$ cat config.mk
export PLATFORM = sky130hd
export DESIGN_NAME = spi_xfer_timer
export DESIGN_NICKNAME = d
export VERILOG_FILES = /design/src/rtl/spi_xfer_timer.sv
export SDC_FILE = /design/constraint.sdc
export NUM_CORES = 1
export LEC_CHECK = 0
export CELL_PAD_IN_SITES_DETAIL_PLACEMENT = 1
export CELL_PAD_IN_SITES_GLOBAL_PLACEMENT = 1
export CORE_AREA = 8 8 108 150
export DETAILED_ROUTE_END_ITERATION = 10
export DIE_AREA = 0 0 116 158
export DONT_BUFFER_PORTS = 1
export PLACE_DENSITY_LB_ADDON = 0.1
export SLEW_MARGIN = 20
export SYNTH_ARGS = -nofsm -noshare
export SYNTH_HDL_FRONTEND = slang
export SYNTH_SLANG_ARGS = --single-unit
$ cat constraint.sdc
create_clock -name clk -period 4.9 [get_ports clk]
set_input_delay 0 -clock clk [delete_from_list [all_inputs] [get_ports clk]]
set_output_delay 0 -clock clk [all_outputs]
set_load 0.02 [all_outputs]
$ cat src/rtl/spi_xfer_timer.sv
module spi_xfer_timer #(
  parameter int DIVW = 8,
  parameter int DLYW = 8,
  parameter int GAP_SCALE = 32,
  parameter int WMAX = 16
) (
  input  logic            clk,
  input  logic            rst_n,
  input  logic            start,
  output logic            ready,
  input  logic [WMAX-1:0] tx_data,
  input  logic            keep_cs,
  input  logic [DIVW-1:0] divisor,
  input  logic [DLYW-1:0] lead_dly,
  input  logic [DLYW-1:0] gap_dly,
  input  logic [3:0]      width_code,
  output logic [WMAX-1:0] rx_data,
  output logic            rx_valid,
  output logic            err,
  output logic            sck,
  output logic            mosi,
  input  logic            miso,
  output logic            cs_n
);
  localparam int CW = $clog2(GAP_SCALE * (2 ** DLYW)) + 1;
  localparam int LW = $clog2(WMAX + 1);

  typedef enum logic [2:0] {S_IDLE, S_LEAD, S_HIGH, S_LOW, S_GAP} st_t;

  st_t             st;
  logic [CW-1:0]   cnt;
  logic [DIVW-1:0] div_q;
  logic [DLYW-1:0] gap_q;
  logic [LW-1:0]   left;
  logic [WMAX-1:0] sh, rsh;

  function automatic logic [DIVW-1:0] lo_of(input logic [DIVW-1:0] d);
    logic [DIVW-1:0] e;
    e = (d < DIVW'(2)) ? DIVW'(2) : d;
    return e - (e >> 1);
  endfunction

  wire [DIVW-1:0] eff   = (div_q < DIVW'(2)) ? DIVW'(2) : div_q;
  wire [DIVW-1:0] hi_n  = eff >> 1;
  wire [DIVW-1:0] lo_n  = eff - hi_n;
  wire last_fall = (st == S_HIGH) && (cnt == '0) && (left == LW'(1));
  wire bound     = (last_fall && gap_q == '0) || (st == S_GAP && cnt == '0);
  wire legal     = (divisor != '0) && (width_code <= 4'd8);
  wire take      = start && ready;
  wire go        = take && legal;

  assign ready = (st == S_IDLE) || (bound && keep_cs);
  assign mosi  = sh[WMAX-1];

  always_ff @(posedge clk or negedge rst_n) begin
    if (!rst_n) begin
      st <= S_IDLE;  cnt <= '0;  div_q <= '0;  gap_q <= '0;  left <= '0;
      sh <= '0;  rsh <= '0;  rx_data <= '0;  rx_valid <= 1'b0;  err <= 1'b0;
      sck <= 1'b0;  cs_n <= 1'b1;
    end else begin
      err      <= take && !legal;
      rx_valid <= 1'b0;
      case (st)
        S_LEAD, S_LOW:
          if (cnt == '0) begin
            sck <= 1'b1;
            rsh <= {rsh[WMAX-2:0], miso};
            cnt <= CW'(hi_n) - CW'(1);
            st  <= S_HIGH;
          end else cnt <= cnt - CW'(1);
        S_HIGH:
          if (cnt == '0) begin
            sck  <= 1'b0;
            left <= left - LW'(1);
            if (left == LW'(1)) begin
              rx_data  <= rsh;
              rx_valid <= 1'b1;
              if (gap_q != '0) begin
                st  <= S_GAP;
                cnt <= CW'(GAP_SCALE) * CW'(gap_q) - CW'(1);
              end else begin
                cs_n <= 1'b1;
                st   <= S_IDLE;
              end
            end else begin
              sh  <= sh << 1;
              cnt <= CW'(lo_n) - CW'(1);
              st  <= S_LOW;
            end
          end else cnt <= cnt - CW'(1);
        S_GAP:
          if (cnt == '0) begin
            cs_n <= 1'b1;
            st   <= S_IDLE;
          end else cnt <= cnt - CW'(1);
        default: ;
      endcase
      if (go) begin
        div_q <= divisor;
        gap_q <= gap_dly;
        left  <= LW'(width_code) + LW'(8);
        sh    <= tx_data << (4'd8 - width_code);
        rsh   <= '0;
        cs_n  <= 1'b0;
        if (st == S_IDLE) begin
          st  <= S_LEAD;
          cnt <= (lead_dly != '0) ? CW'(lead_dly) - CW'(1) : CW'(lo_of(divisor)) - CW'(1);
        end else begin
          st  <= S_LOW;
          cnt <= CW'(lo_of(divisor)) - CW'(1);
        end
      end
    end
  end

  p_sck_in_cs_r7: assert property (@(posedge clk) disable iff (!rst_n)
    sck |-> !cs_n);
  p_mosi_hold_r7: assert property (@(posedge clk) disable iff (!rst_n)
    (sck && $past(sck)) |-> $stable(mosi));
  p_valid_on_fall_r7: assert property (@(posedge clk) disable iff (!rst_n)
    rx_valid |-> $fell(sck));
  p_err_needs_start_r3: assert property (@(posedge clk) disable iff (!rst_n)
    err |-> $past(start));
  p_bad_div_holds_r3: assert property (@(posedge clk) disable iff (!rst_n)
    (st == S_IDLE && start && divisor == '0) |=> (cs_n && err && st == S_IDLE));
  p_bad_code_r4: assert property (@(posedge clk) disable iff (!rst_n)
    (st == S_IDLE && start && width_code > 4'd8) |=> (err && cs_n));
  p_release_ready_r10: assert property (@(posedge clk) disable iff (!rst_n)
    $rose(cs_n) |-> ready);
endmodule

==> reports/qor.yml, run 1 <==
clock_network:
  cts.sinks: 90
  clock-root-buffer: "clkbuf_16"
  clockBufferDepth: 2
  post-cts-setup-buffers: 0
  insertion_delay_ps: 350
  cts_hold_buf: 28
  cts.repair.resized: 0
  clk_pin_slew_ps: 80
  cts_tree: "yes"
  cts_htree_levels: 3
  numCtsBuffers: 9
global_route:
  grt_use_total_pct: 23.8
  grt_max_degree: 91
  grt_pass1_vias: 6579
  antenna_found_initial: 0
  grt_pass1_wl_mm: 34.4
  grt_overflow: 0
route:
  wl_per_cell_um: 20.6
  drc: 0
  vias_per_cell: 6.04
  drt-initial-drc-count: 238
  wirelength_mm: 20.8
  detail-route-antenna-nets: 0
  dr_total_vias: 6088
  firstDrtPassIters: 4
placed_design:
  port_buffers: 0
  dp_hpwl_mm: 15.2
  place_congestion: 0.922
worst_setup_path:
  crit_path_start_kind: "flop"
  critPathBufInv: 2
  max_stage_delay_ps: 650
  cpLargestDelayFamily: "compound AO/OA/AOI/OAI gates"
  crit_type: "flop to flop"
  r2r-end: "cnt[12]$_DFFE_PN0P_"
  cp_cell_sequence: "inv_1 -> ha_1 -> nand4bb_1 -> o21ai_0 -> ha_1 -> or3b_2 -> o2111ai_1 -> a211o_1 -> o31ai_1 -> buf_4 -> o21ai_0 -> a211o_1 -> a41oi_1"
  required_ps: 5160
  critPathMaxFanout: 8
  worst_setup_path_end_kind: "flop"
  crit_cells: 13
  rrSetupSlack_ps: 830
  r2r_cells: 13
  r2r-start: "div_q[4]$_DFFE_PN0P_"
  crit_slowest_cell: "o21ai_0"
  crit_end: "cnt[12]$_DFFE_PN0P_"
  cp.arrival_ps: 4330
  startpoint: "div_q[4]$_DFFE_PN0P_"
synthesis:
  synth_cell_type_count: 67
  syn_area_um2: 6670
  synth.avg_cell_area_um2: 8.24
  synth_top_area_share_pct: 33.4
  synth_edf_count: 0
  synthFlopType: "dfrtp_1"
  ys_warn_count: 0
  synthCells: 810
  ys_seq_area_share_pct: 33.8
  async_flop_share_pct: 100
  synth_top_cell_by_area: "dfrtp_1"
  syn-num-nets: 892
  synthTopCellsByArea: "dfrtp_1 (33%), nand2_1 (7.5%), ha_1 (5.8%), o21ai_0 (5.0%), a21oi_1 (4.4%)"
  ys_ff_latch: 90
layout:
  antenna_cells: 0
  layout.nets: 896
  mostFrequentLayoutCell: "nand2_1"
  layout-drive-gt1-share_pct: 8.18
  area_growth_pct: 11.3
  final_cell_mix: "nand2_1 (133), dfrtp_1 (89), o21ai_0 (66), a21oi_1 (59), nor2_1 (57)"
min_path:
  hold_class: "input pin to flop"
job:
  drv_cap: 0
timing:
  hold_violations: 0
  post-route-period-util_pct: 83.1
  final.min_clock_period_ps: 4070
  finClkSkew_ps: 11.6
  setup_viol: 0
  worst_hold_slack_ps: 62.4
  relSlewSlack_pct: 33.9
  setup_tns_ps: 0
  fmax_mhz: 246
  slew_viol_final: 0
  tightest_slew_ps: 984
  rsz0062_at_grt: "no"
floorplan:
  dieWidth_um: 116
  die_height_um: 158
  core.rowCount: 52
  start_util_pct: 47.5
  ios: 71
  coreArea_um2: 14100
  fp.dieArea_um2: 18300
run_status:
  status: "complete, no violations"
power_and_ir_drop:
  powerDensity_nw_per_um2: 227
  leakage_nw: 3.17
  peakVddDrop_v: 0.000186
-- worst min-delay path by stage --
stage                            from              endpoint  slack (ps)  depth (start not counted)
after floorplan                 rst_n    cnt[0]$_DFFE_PN0P_        -300                          0
after global placement          rst_n    rx_valid$_DFF_PN0_        -290                          0
after detailed placement        rst_n  div_q[4]$_DFFE_PN0P_        -290                          0
after global routing      lead_dly[5]    cnt[5]$_DFFE_PN0P_          70                          3
final                     lead_dly[5]    cnt[5]$_DFFE_PN0P_          60                          3
after CTS                 lead_dly[5]    cnt[5]$_DFFE_PN0P_          40                          3
-- power by group --
part / internal [W] / switching (W) / leakage, nW / total [W]
registers: 0.000742 / 0 / 1.08 / 0.000742
logic: 0.0000952 / 0.000131 / 1.94 / 0.000226
clock network: 0.000365 / 0.000355 / 0.150 / 0.000719
-- area by class of cell --
cell class | count | area, um2
clock inverters | 7 | 81.3
fillers | 1692 | 6630
clock buffers | 9 | 225
flip-flops and latches | 90 | 2250
multi-input cells | 639 | 4130
well taps | 189 | 236
inverters | 38 | 143
repair buffers | 36 | 358
-- synth_stat cells, types with 13 or more instances --
master,instances
ha_1,31
inv_1,37
a211oi_1,13
o21ai_0,66
nand3_1,19
nor2_1,58
xor2_1,17
mux2_2,19
a21oi_1,59
nor3_1,27
nand2b_1,16
a31oi_1,13
xnor2_1,29
dfrtp_1,89
clkbuf_1,34
nand2_1,133
-- state kept, by name (all words and copies together), names as in the netlist, 3 cells and up --
signal / count
cnt: 14
div_q: 8
gap_q: 8
left: 5
rsh: 16
rx_data: 16
sh: 16
st: 3
-- worst reg2reg max path, cell delays in order (launching register included) --
cell and delay, ps:
dfrtp_1 390, inv_1 150, ha_1 250, nand4bb_1 280, o21ai_0 650, ha_1 430, or3b_2 230, o2111ai_1 130
a211o_1 340, o31ai_1 290, buf_4 210, o21ai_0 110, a211o_1 330, a41oi_1 200
-- metal layers --
| layer | track usage, % | up-vias | share of wire [%] |
|---|---|---|---|
| li1 | - | 2886 | - |
| met1 | 28.3 | 3064 | 42 |
| met2 | 41.8 | 111 | 52 |
| met3 | 4.47 | 27 | 4.0 |
| met4 | 7.87 | 0 | 2.1 |
| met5 | 0 | - | 0 |
-- stage by stage --
| stage | setup WS, ps | cells | total power [W] | cell area [um2] | util [%] |
|---|---|---|---|---|---|
| 2_1_floorplan | 1390 | 810 | 0.000908 | 6670 | - |
| 3_3_place_gp | 1160 | 964 | 0.000936 | 6810 | 48.5 |
| 3_5_place_dp | 993 | 964 | 0.000943 | 6810 | 48.5 |
| 4_1_cts | 908 | 1008 | 0.00170 | 7420 | 52.8 |
| 5_1_grt | 714 | 1008 | 0.00175 | 7420 | 52.8 |
| 6_report | 827 | 1008 | 0.00169 | 7420 | 52.8 |
-- cells by family after synthesis --
group | Yosys count | synth area share, %
AOI/OAI and AO/OA | 210 | 19.2
xor gates and xnor gates | 46 | 6.04
adders and majority gates | 33 | 6.41
buffers and inverters | 81 | 4.69
DFF | 90 | 33.8
muxes | 36 | 7.07
and+or+nand+nor | 314 | 22.8
Power figures use the tool's default switching activity.
==> inputs of run 2 (changes only) <==
--- a/config.mk
+++ b/config.mk
@@ -5,11 +5,12 @@
 export SDC_FILE = /design/constraint.sdc
 export NUM_CORES = 1
 export LEC_CHECK = 0
+export ABC_AREA = 1
 export CELL_PAD_IN_SITES_DETAIL_PLACEMENT = 1
 export CELL_PAD_IN_SITES_GLOBAL_PLACEMENT = 1
-export CORE_AREA = 8 8 108 150
+export CORE_AREA = 8 8 118 164
 export DETAILED_ROUTE_END_ITERATION = 10
-export DIE_AREA = 0 0 116 158
+export DIE_AREA = 0 0 126 172
 export DONT_BUFFER_PORTS = 1
 export PLACE_DENSITY_LB_ADDON = 0.1
 export SLEW_MARGIN = 20
==> constraint.sdc (replaced) <==
create_clock -name clk -period 3.5 [get_ports clk]
set_input_delay 0 -clock clk [delete_from_list [all_inputs] [get_ports clk]]
set_output_delay 0 -clock clk [all_outputs]
set_load 0.02 [all_outputs]
==> run 2 against run 1 <==
Die area rose by 18%. Sequential power rose by 120%. Register-to-register slack got worse by 460 ps. Via count rose by 9.9%. Design area rose by 4.5%. Clock power rose by 36%. First-iteration DRC count rose by 23%. Hold slack got worse by 43 ps. Clock-buffer cell count did not move. Total power rose to 3.5 times the previous value. Utilization fell by 7.1 points. Critical endpoint is now cnt[9]$_DFFE_PN0P_.
==> reports/qor.yml, run 2 <==
run_status:
  status: "complete, no violations"
global_route:
  grt_pass1_wl_mm: 34.9  # +1.7%
  antenna_found_initial: 0  # unchanged
  grt_pass1_vias: 7121  # +8.2%
  grt_use_total_pct: 19.9  # -3.9 points
  grt_max_degree: 91  # unchanged
  grt_overflow: 0  # unchanged
power_and_ir_drop:
  powerDensity_nw_per_um2: 765  # +240%
  leakage_nw: 4.00  # +26%
  peakVddDrop_v: 0.000284  # +53%
  fin_total_pwr_w: 0.00594  # +250%
layout:
  finalNonFillerCells: 1273  # +26%
  final_cell_mix: "nand2_1 (323), inv_1 (139), o21ai_0 (98), nor2_1 (92), dfrtp_1 (89)"
  antenna_cells: 0  # unchanged
  layout-drive-gt1-share_pct: 6.28  # -1.9 points
  area_growth_pct: 11.4
  reg_top3: "rsh (16), rx_data (16), sh (16)"
  mostFrequentLayoutCell: "nand2_1"
  layout.nets: 1144  # +28%
worst_setup_path:
  crit_path_start_kind: "input pin"
  cp_cell_sequence: "dlygate4sd3_1 -> inv_1 -> ha_1 -> nand2_1 -> nand2_1 -> inv_1 -> nor2_1 -> inv_1 -> ha_1 -> a21oi_1 -> nand2_1 -> nand2_1 -> nand2_1 -> nand3b_1 -> nor2_1 -> nand3_1 -> nor2_1 -> nand3_1 -> clkinv_1 -> nor2_2 -> a21oi_2"
  max_stage_delay_ps: 560  # -90 ps
  critPathBufInv: 5  # +3
  rrSetupSlack_ps: 370  # -460 ps
  cpLargestDelayFamily: "simple AND/OR/NAND/NOR gates"
  critPathMaxFanout: 6  # -2
  crit_slowest_cell: "dlygate4sd3_1"
  cp.arrival_ps: 3420  # -910 ps
  r2r_cells: 21  # +8
  r2r-end: "cnt[10]$_DFFE_PN0P_"
  crit_path_frequent_cell: "nand2_1"
  crit_cells: 21  # +8
  worst_setup_path_end_kind: "flop"
  r2r-start: "div_q[4]$_DFFE_PN0P_"
  required_ps: 3720  # -1440 ps
  crit_type: "input pin to flop"
synthesis:
  synthTopCellsByArea: "dfrtp_1 (32%), nand2_1 (17%), inv_1 (7.5%), o21ai_0 (7.0%), ha_1 (5.6%)"
  synth_top_cell_by_area: "dfrtp_1"
  synth_cell_type_count: 50  # -25%
  syn_area_um2: 6970  # +4.4%
  synth_top_area_share_pct: 32.0  # -1.4 points
  synthFlopType: "dfrtp_1"
  synthCells: 1043  # +29%
  synth.avg_cell_area_um2: 6.68  # -19%
  syn-num-nets: 1125  # +26%
  ys_ff_latch: 90  # unchanged
  ys_seq_area_share_pct: 32.3  # -1.4 points
  synth_edf_count: 0  # unchanged
  synth_common_cells: "nand2_1 (324), inv_1 (139), o21ai_0 (98), nor2_1 (95), dfrtp_1 (89)"
  yosysMostFrequentCell: "nand2_1"
  ys_warn_count: 0  # unchanged
  async_flop_share_pct: 100  # unchanged
timing:
  final.min_clock_period_ps: 3200
  post-route-period-util_pct: 91.5
  fmax_mhz: 312
  setup_viol: 0  # unchanged
  relSlewSlack_pct: 58.8  # +25 points
  hold_violations: 0  # unchanged
  rsz0062_at_grt: "no"
  tightest_slew_ps: 614  # -370 ps
  slew_viol_final: 0  # unchanged
  fin_ws_ps: 296  # -530 ps
  setup_tns_ps: 0  # unchanged
  finClkSkew_ps: 14.0  # +2.35 ps
  worst_hold_slack_ps: 19.1  # -43.3 ps
clock_network:
  cts.sinks: 90  # unchanged
  clock-root-buffer: "clkbuf_16"
  insertion_delay_ps: 350  # about the same
  numCtsBuffers: 9  # unchanged
  cts_tree: "yes"
  clockBufferDepth: 2  # unchanged
  clk_pin_slew_ps: 80  # about the same
  post-cts-setup-buffers: 0  # unchanged
  cts_htree_levels: 3  # unchanged
placed_design:
  placed_cells_incl_taps: 1232  # +28%
  place_congestion: 0.860  # -6.8%
  port_buffers: 0  # unchanged
  dp_hpwl_mm: 16.4  # +7.7%
  place_ws_ps: 205  # -788 ps
route:
  detail-route-antenna-nets: 0  # unchanged
  firstDrtPassIters: 4  # unchanged
  wirelength_mm: 21.0  # +1.4%
  wl_per_cell_um: 16.5  # -20%
  dr_total_vias: 6688  # +9.9%
  vias_per_cell: 5.25  # -13%
  drc: 0  # unchanged
  drt-initial-drc-count: 292  # +23%
floorplan:
  coreArea_um2: 17000  # +21%
  dieWidth_um: 126  # +8.6%
  die_height_um: 172  # +8.9%
  fp.dieArea_um2: 21700  # +18%
  ios: 71  # unchanged
  core.rowCount: 57  # +9.6%
  start_util_pct: 41.0  # -6.4 points
min_path:
  hold_class: "input pin to flop"
  worstHoldStart: "start"
  holdPathStages: 3  # unchanged
  holdPathEnd: "rsh[8]$_DFFE_PN0P_"
job:
  drv_cap: 0  # unchanged
## run 2: cell types whose count changed in the layout (fill, tap and decap cells not counted), sizes merged, moves of 23 or more
cell | previous run | this run
a21oi | 59 | 36
o21ai | 67 | 112
inv | 40 | 146
nand3 | 19 | 63
nand2 | 133 | 326
nor2 | 58 | 101
## run 2: worst register-to-register path, stage by stage, from the launching register on
cell     delay, ps
dfrtp_1        390
inv_1           70
ha_1           210
nand2_1         60
inv_1           50
nand3_2        110
nand2_1        100
ha_1           210
inv_1          100
fa_1           410
inv_1           80
ha_1           140
inv_1           60
nor2_2         140
nand3_1        130
nor2_2         140
nand3_1        100
nand2_2        120
nand2_1         80
o21ai_0        170
nand2_1         90
a21oi_2        120
## run 2: how the worst max path moves through the flow
stage | from | end
3_5_place_dp | div_q[4]$_DFFE_PN0P_ | cnt[10]$_DFFE_PN0P_
5_1_grt | divisor[6] | cnt[9]$_DFFE_PN0P_
6_report | divisor[7] | cnt[9]$_DFFE_PN0P_
3_3_place_gp | div_q[4]$_DFFE_PN0P_ | cnt[11]$_DFFE_PN0P_
2_1_floorplan | div_q[4]$_DFFE_PN0P_ | cnt[10]$_DFFE_PN0P_
4_1_cts | div_q[6]$_DFFE_PN0P_ | cnt[10]$_DFFE_PN0P_
## run 2: metrics by stage
stage	cell area, um2	util [%]
final	7760	45.7
after global routing	7760	45.7
after CTS	7740	45.6
after detailed placement	7180	42.3
after global placement	7180	42.3
after floorplan	6970	-
## run 2: metal layers
layer	global-route usage, %	up-vias	routed length (um)	share of wire (%)
met5	0	-	0	0
met4	5.72	0	322	1.5
met3	2.65	20	628	3.0
met2	38.6	76	11300	54
met1	22.2	3214	8810	42
li1	-	3378	-	-
## run 2: logic make-up after synthesis
group,count (synthesis),share of synthesized area (%)
compound gates,187,15.1
xor+xnor,26,3.27
fa+ha+maj,33,6.14
buf+inv,179,10.4
flops,90,32.3
mux,6,0.862
simple gates,522,31.8
## run 2: cell type report
type | count | area, um2
fillers | 2277 | 9210
multi-input cells | 774 | 4010
well taps | 206 | 258
flip-flops and latches | 90 | 2250
clock buffers | 9 | 225
clock inverters | 7 | 68.8
inverters | 147 | 553
repair buffers | 40 | 393
## run 2: where the power goes
part           switching, W  total [W]  leakage [nW]  internal [W]
Clock              0.000480   0.000980         0.137      0.000500
Sequential         0.000271    0.00163          1.15       0.00136
Combinational       0.00214    0.00333          2.72       0.00119
Total               0.00289    0.00594          4.00       0.00305
## run 2: repair_timing
action | 4_1_cts | 5_1_grt
resized for setup | 0 | 6
endpoints found under the setup margin | 0 | 6
hold buffers | 25 | 0
hold endpoints to repair | 114 | 0
==> inputs of run 3 (changes only) <==
--- a/config.mk
+++ b/config.mk
@@ -8,9 +8,9 @@
 export ABC_AREA = 1
 export CELL_PAD_IN_SITES_DETAIL_PLACEMENT = 1
 export CELL_PAD_IN_SITES_GLOBAL_PLACEMENT = 1
-export CORE_AREA = 8 8 118 164
+export CORE_AREA = 8 8 151 209
 export DETAILED_ROUTE_END_ITERATION = 10
-export DIE_AREA = 0 0 126 172
+export DIE_AREA = 0 0 159 217
 export DONT_BUFFER_PORTS = 1
 export PLACE_DENSITY_LB_ADDON = 0.1
 export SLEW_MARGIN = 20
==> run 3 against run 2 <==
Combinational power grew 2%. First-iteration DRC count fell by 12%. Die area increased by 59%. Global-route usage fell by 5.9 points. Critical endpoint is now cnt[12]$_DFFE_PN0P_. Setup slack better by 64 ps. Via count down 1.5%. Register-to-register slack barely moved. Cell count grew 13%.
==> reports/qor.yml, run 3 (same netlist as run 2, synthesis figures left out) <==
worst_setup_path:
  r2r_cells: 23  # +9.5%
  crit_path_start_kind: "flop"
  cp.arrival_ps: 3430  # about the same
  crit_type: "flop to flop"
  critPathMaxFanout: 6  # unchanged
  worst_setup_path_end_kind: "flop"
  required_ps: 3790  # +70 ps
timing:
  setup_viol: 0  # unchanged
  relSlewSlack_pct: 40.1  # -19 points
  final.min_clock_period_ps: 3140  # -63.9 ps
  slew_viol_final: 0  # unchanged
  fmax_mhz: 318  # +2.0%
  post-route-period-util_pct: 89.7  # -1.8 points
  worst_hold_slack_ps: 35.3  # +16.3 ps
  hold_violations: 0  # unchanged
  tightest_slew_ps: 893  # +279 ps
  finClkSkew_ps: 15.6  # +1.61 ps
  fin_ws_ps: 360  # +63.9 ps
clock_network:
  cts.sinks: 90  # unchanged
  cts_htree_levels: 3  # unchanged
  post-cts-setup-buffers: 0  # unchanged
  clock-root-buffer: "clkbuf_16"
  clk_pin_slew_ps: 80  # about the same
  numCtsBuffers: 9  # unchanged
  cts_tree: "yes"
  insertion_delay_ps: 370  # +20 ps
  clockBufferDepth: 2  # unchanged
layout:
  nFillCells: 3585  # +57%
  mostFrequentLayoutCell: "nand2_1"
  antenna_cells: 0  # unchanged
  postLayoutCellArea_um2: 7960  # +2.5%
  layout-drive-gt1-share_pct: 6.11  # -0.17 points
  reg_top3: "rsh (16), rx_data (16), sh (16)"
  area_growth_pct: 14.2
  seqCellArea_um2: 2250  # unchanged
  layout.nets: 1141  # -0.26%
  final_cell_mix: "nand2_1 (322), inv_1 (139), o21ai_0 (97), nor2_1 (91), dfrtp_1 (89)"
  multiInputGateArea_um2: 4010  # about the same
  finalNonFillerCells: 1439  # +13%
job:
  drv_cap: 0  # unchanged
floorplan:
  core.rowCount: 73  # +28%
  start_util_pct: 24.6  # -16 points
  ios: 71  # unchanged
  coreArea_um2: 28300  # +67%
  dieWidth_um: 159  # +26%
  die_height_um: 217  # +26%
  fp.dieArea_um2: 34500  # +59%
power_and_ir_drop:
  powerDensity_nw_per_um2: 767  # +0.25%
  leakage_nw: 4.00  # about the same
  peakVddDrop_v: 0.000186  # -34%
  fin_total_pwr_w: 0.00610  # +2.8%
route:
  drc: 0  # unchanged
  drt-initial-drc-count: 258  # -12%
  detail-route-antenna-nets: 0  # unchanged
  wirelength_mm: 23.7  # +12%
  wl_per_cell_um: 16.4  # -0.51%
  dr_total_vias: 6585  # -1.5%
  firstDrtPassIters: 4  # unchanged
  vias_per_cell: 4.58  # -13%
placed_design:
  dp_hpwl_mm: 18.6  # +13%
  port_buffers: 0  # unchanged
  place_ws_ps: 210  # +5.25 ps
  placed_cells_incl_taps: 1397  # +13%
  dpl_cell_area_um2: 7340  # +2.4%
  place_congestion: 0.760  # -12%
run_status:
  status: "complete, no violations"
global_route:
  grt_pass1_vias: 7144  # +0.32%
  grt_max_degree: 91  # unchanged
  antenna_found_initial: 0  # unchanged
  grt_overflow: 0  # unchanged
  grt_pass1_wl_mm: 39.1  # +12%
  grt_use_total_pct: 14.1  # -5.9 points
min_path:
  holdPathStages: 5  # +2
  hold_class: "input pin to flop"
run 3: final timing paths:
path,startpoint,to,slack (ps)
max,div_q[5]$_DFFE_PN0P_,cnt[12]$_DFFE_PN0P_,360
min,lead_dly[0],cnt[0]$_DFFE_PN0P_,40
max reg2reg,div_q[5]$_DFFE_PN0P_,cnt[12]$_DFFE_PN0P_,360
min reg2reg,sh[2]$_DFFE_PN0P_,sh[2]$_DFFE_PN0P_,490
max in group asynchronous,rst_n,cs_n$_DFFE_PN1P_,2810
min in group asynchronous,rst_n,cnt[7]$_DFFE_PN0P_,280
run 3: what timing repair did:
item,CTS,global route
endpoints found under the setup margin,0,8
hold buffers,26,0
endpoints found under the hold margin,117,0
resized for setup,0,9
run 3: routing by layer:
layer | vias to the layer above | global-route usage (%) | routed length (um) | part of all wire (%)
li1 | 3373 | - | - | -
met1 | 3130 | 15.9 | 10100 | 43
met2 | 68 | 26.8 | 12600 | 53
met3 | 14 | 2.13 | 594 | 2.5
met4 | 0 | 3.88 | 339 | 1.4
met5 | - | 0 | 0 | 0
run 3: where the power goes:
group          total [W]  internal [W]  switching [W]
logic            0.00339       0.00117        0.00223
registers        0.00164       0.00136       0.000280
clock network    0.00107      0.000571       0.000497
total            0.00610       0.00310        0.00300
run 3: final cells by class:
type	count	share of cell area [%]
Clock buffer	9	2.83
Clock inverter	7	1.05
Inverter	147	6.95
Multi-Input combinational cell	774	50.4
Sequential cell	90	28.3
Tap cell	375	5.90
Timing Repair Buffer	37	4.53
run 3: stage by stage:
stage	util, %	TNS (ps)
floorplan	-	0
finish	28.1	0
global route	28.1	-3.41
CTS	28.0	0
detailed placement	25.9	0
global placement	25.9	0
run 3: worst max-delay path, cell delays in order (launching register included):
cell     delay [ps]
dfrtp_1         400
inv_1           100
ha_1            170
nand2_1          50
inv_1            90
nand3_2         130
nand2_1         120
ha_1            140
inv_1            60
fa_1            420
inv_1            90
ha_1            140
inv_1            50
nor2_1          160
nand3_1         140
nor2_2          140
nand3_1         100
nand2_2         120
nand2_1          70
nand2_1          50
nand2_1          50
nand2_1          70
nand2_1          60
a21oi_2         130
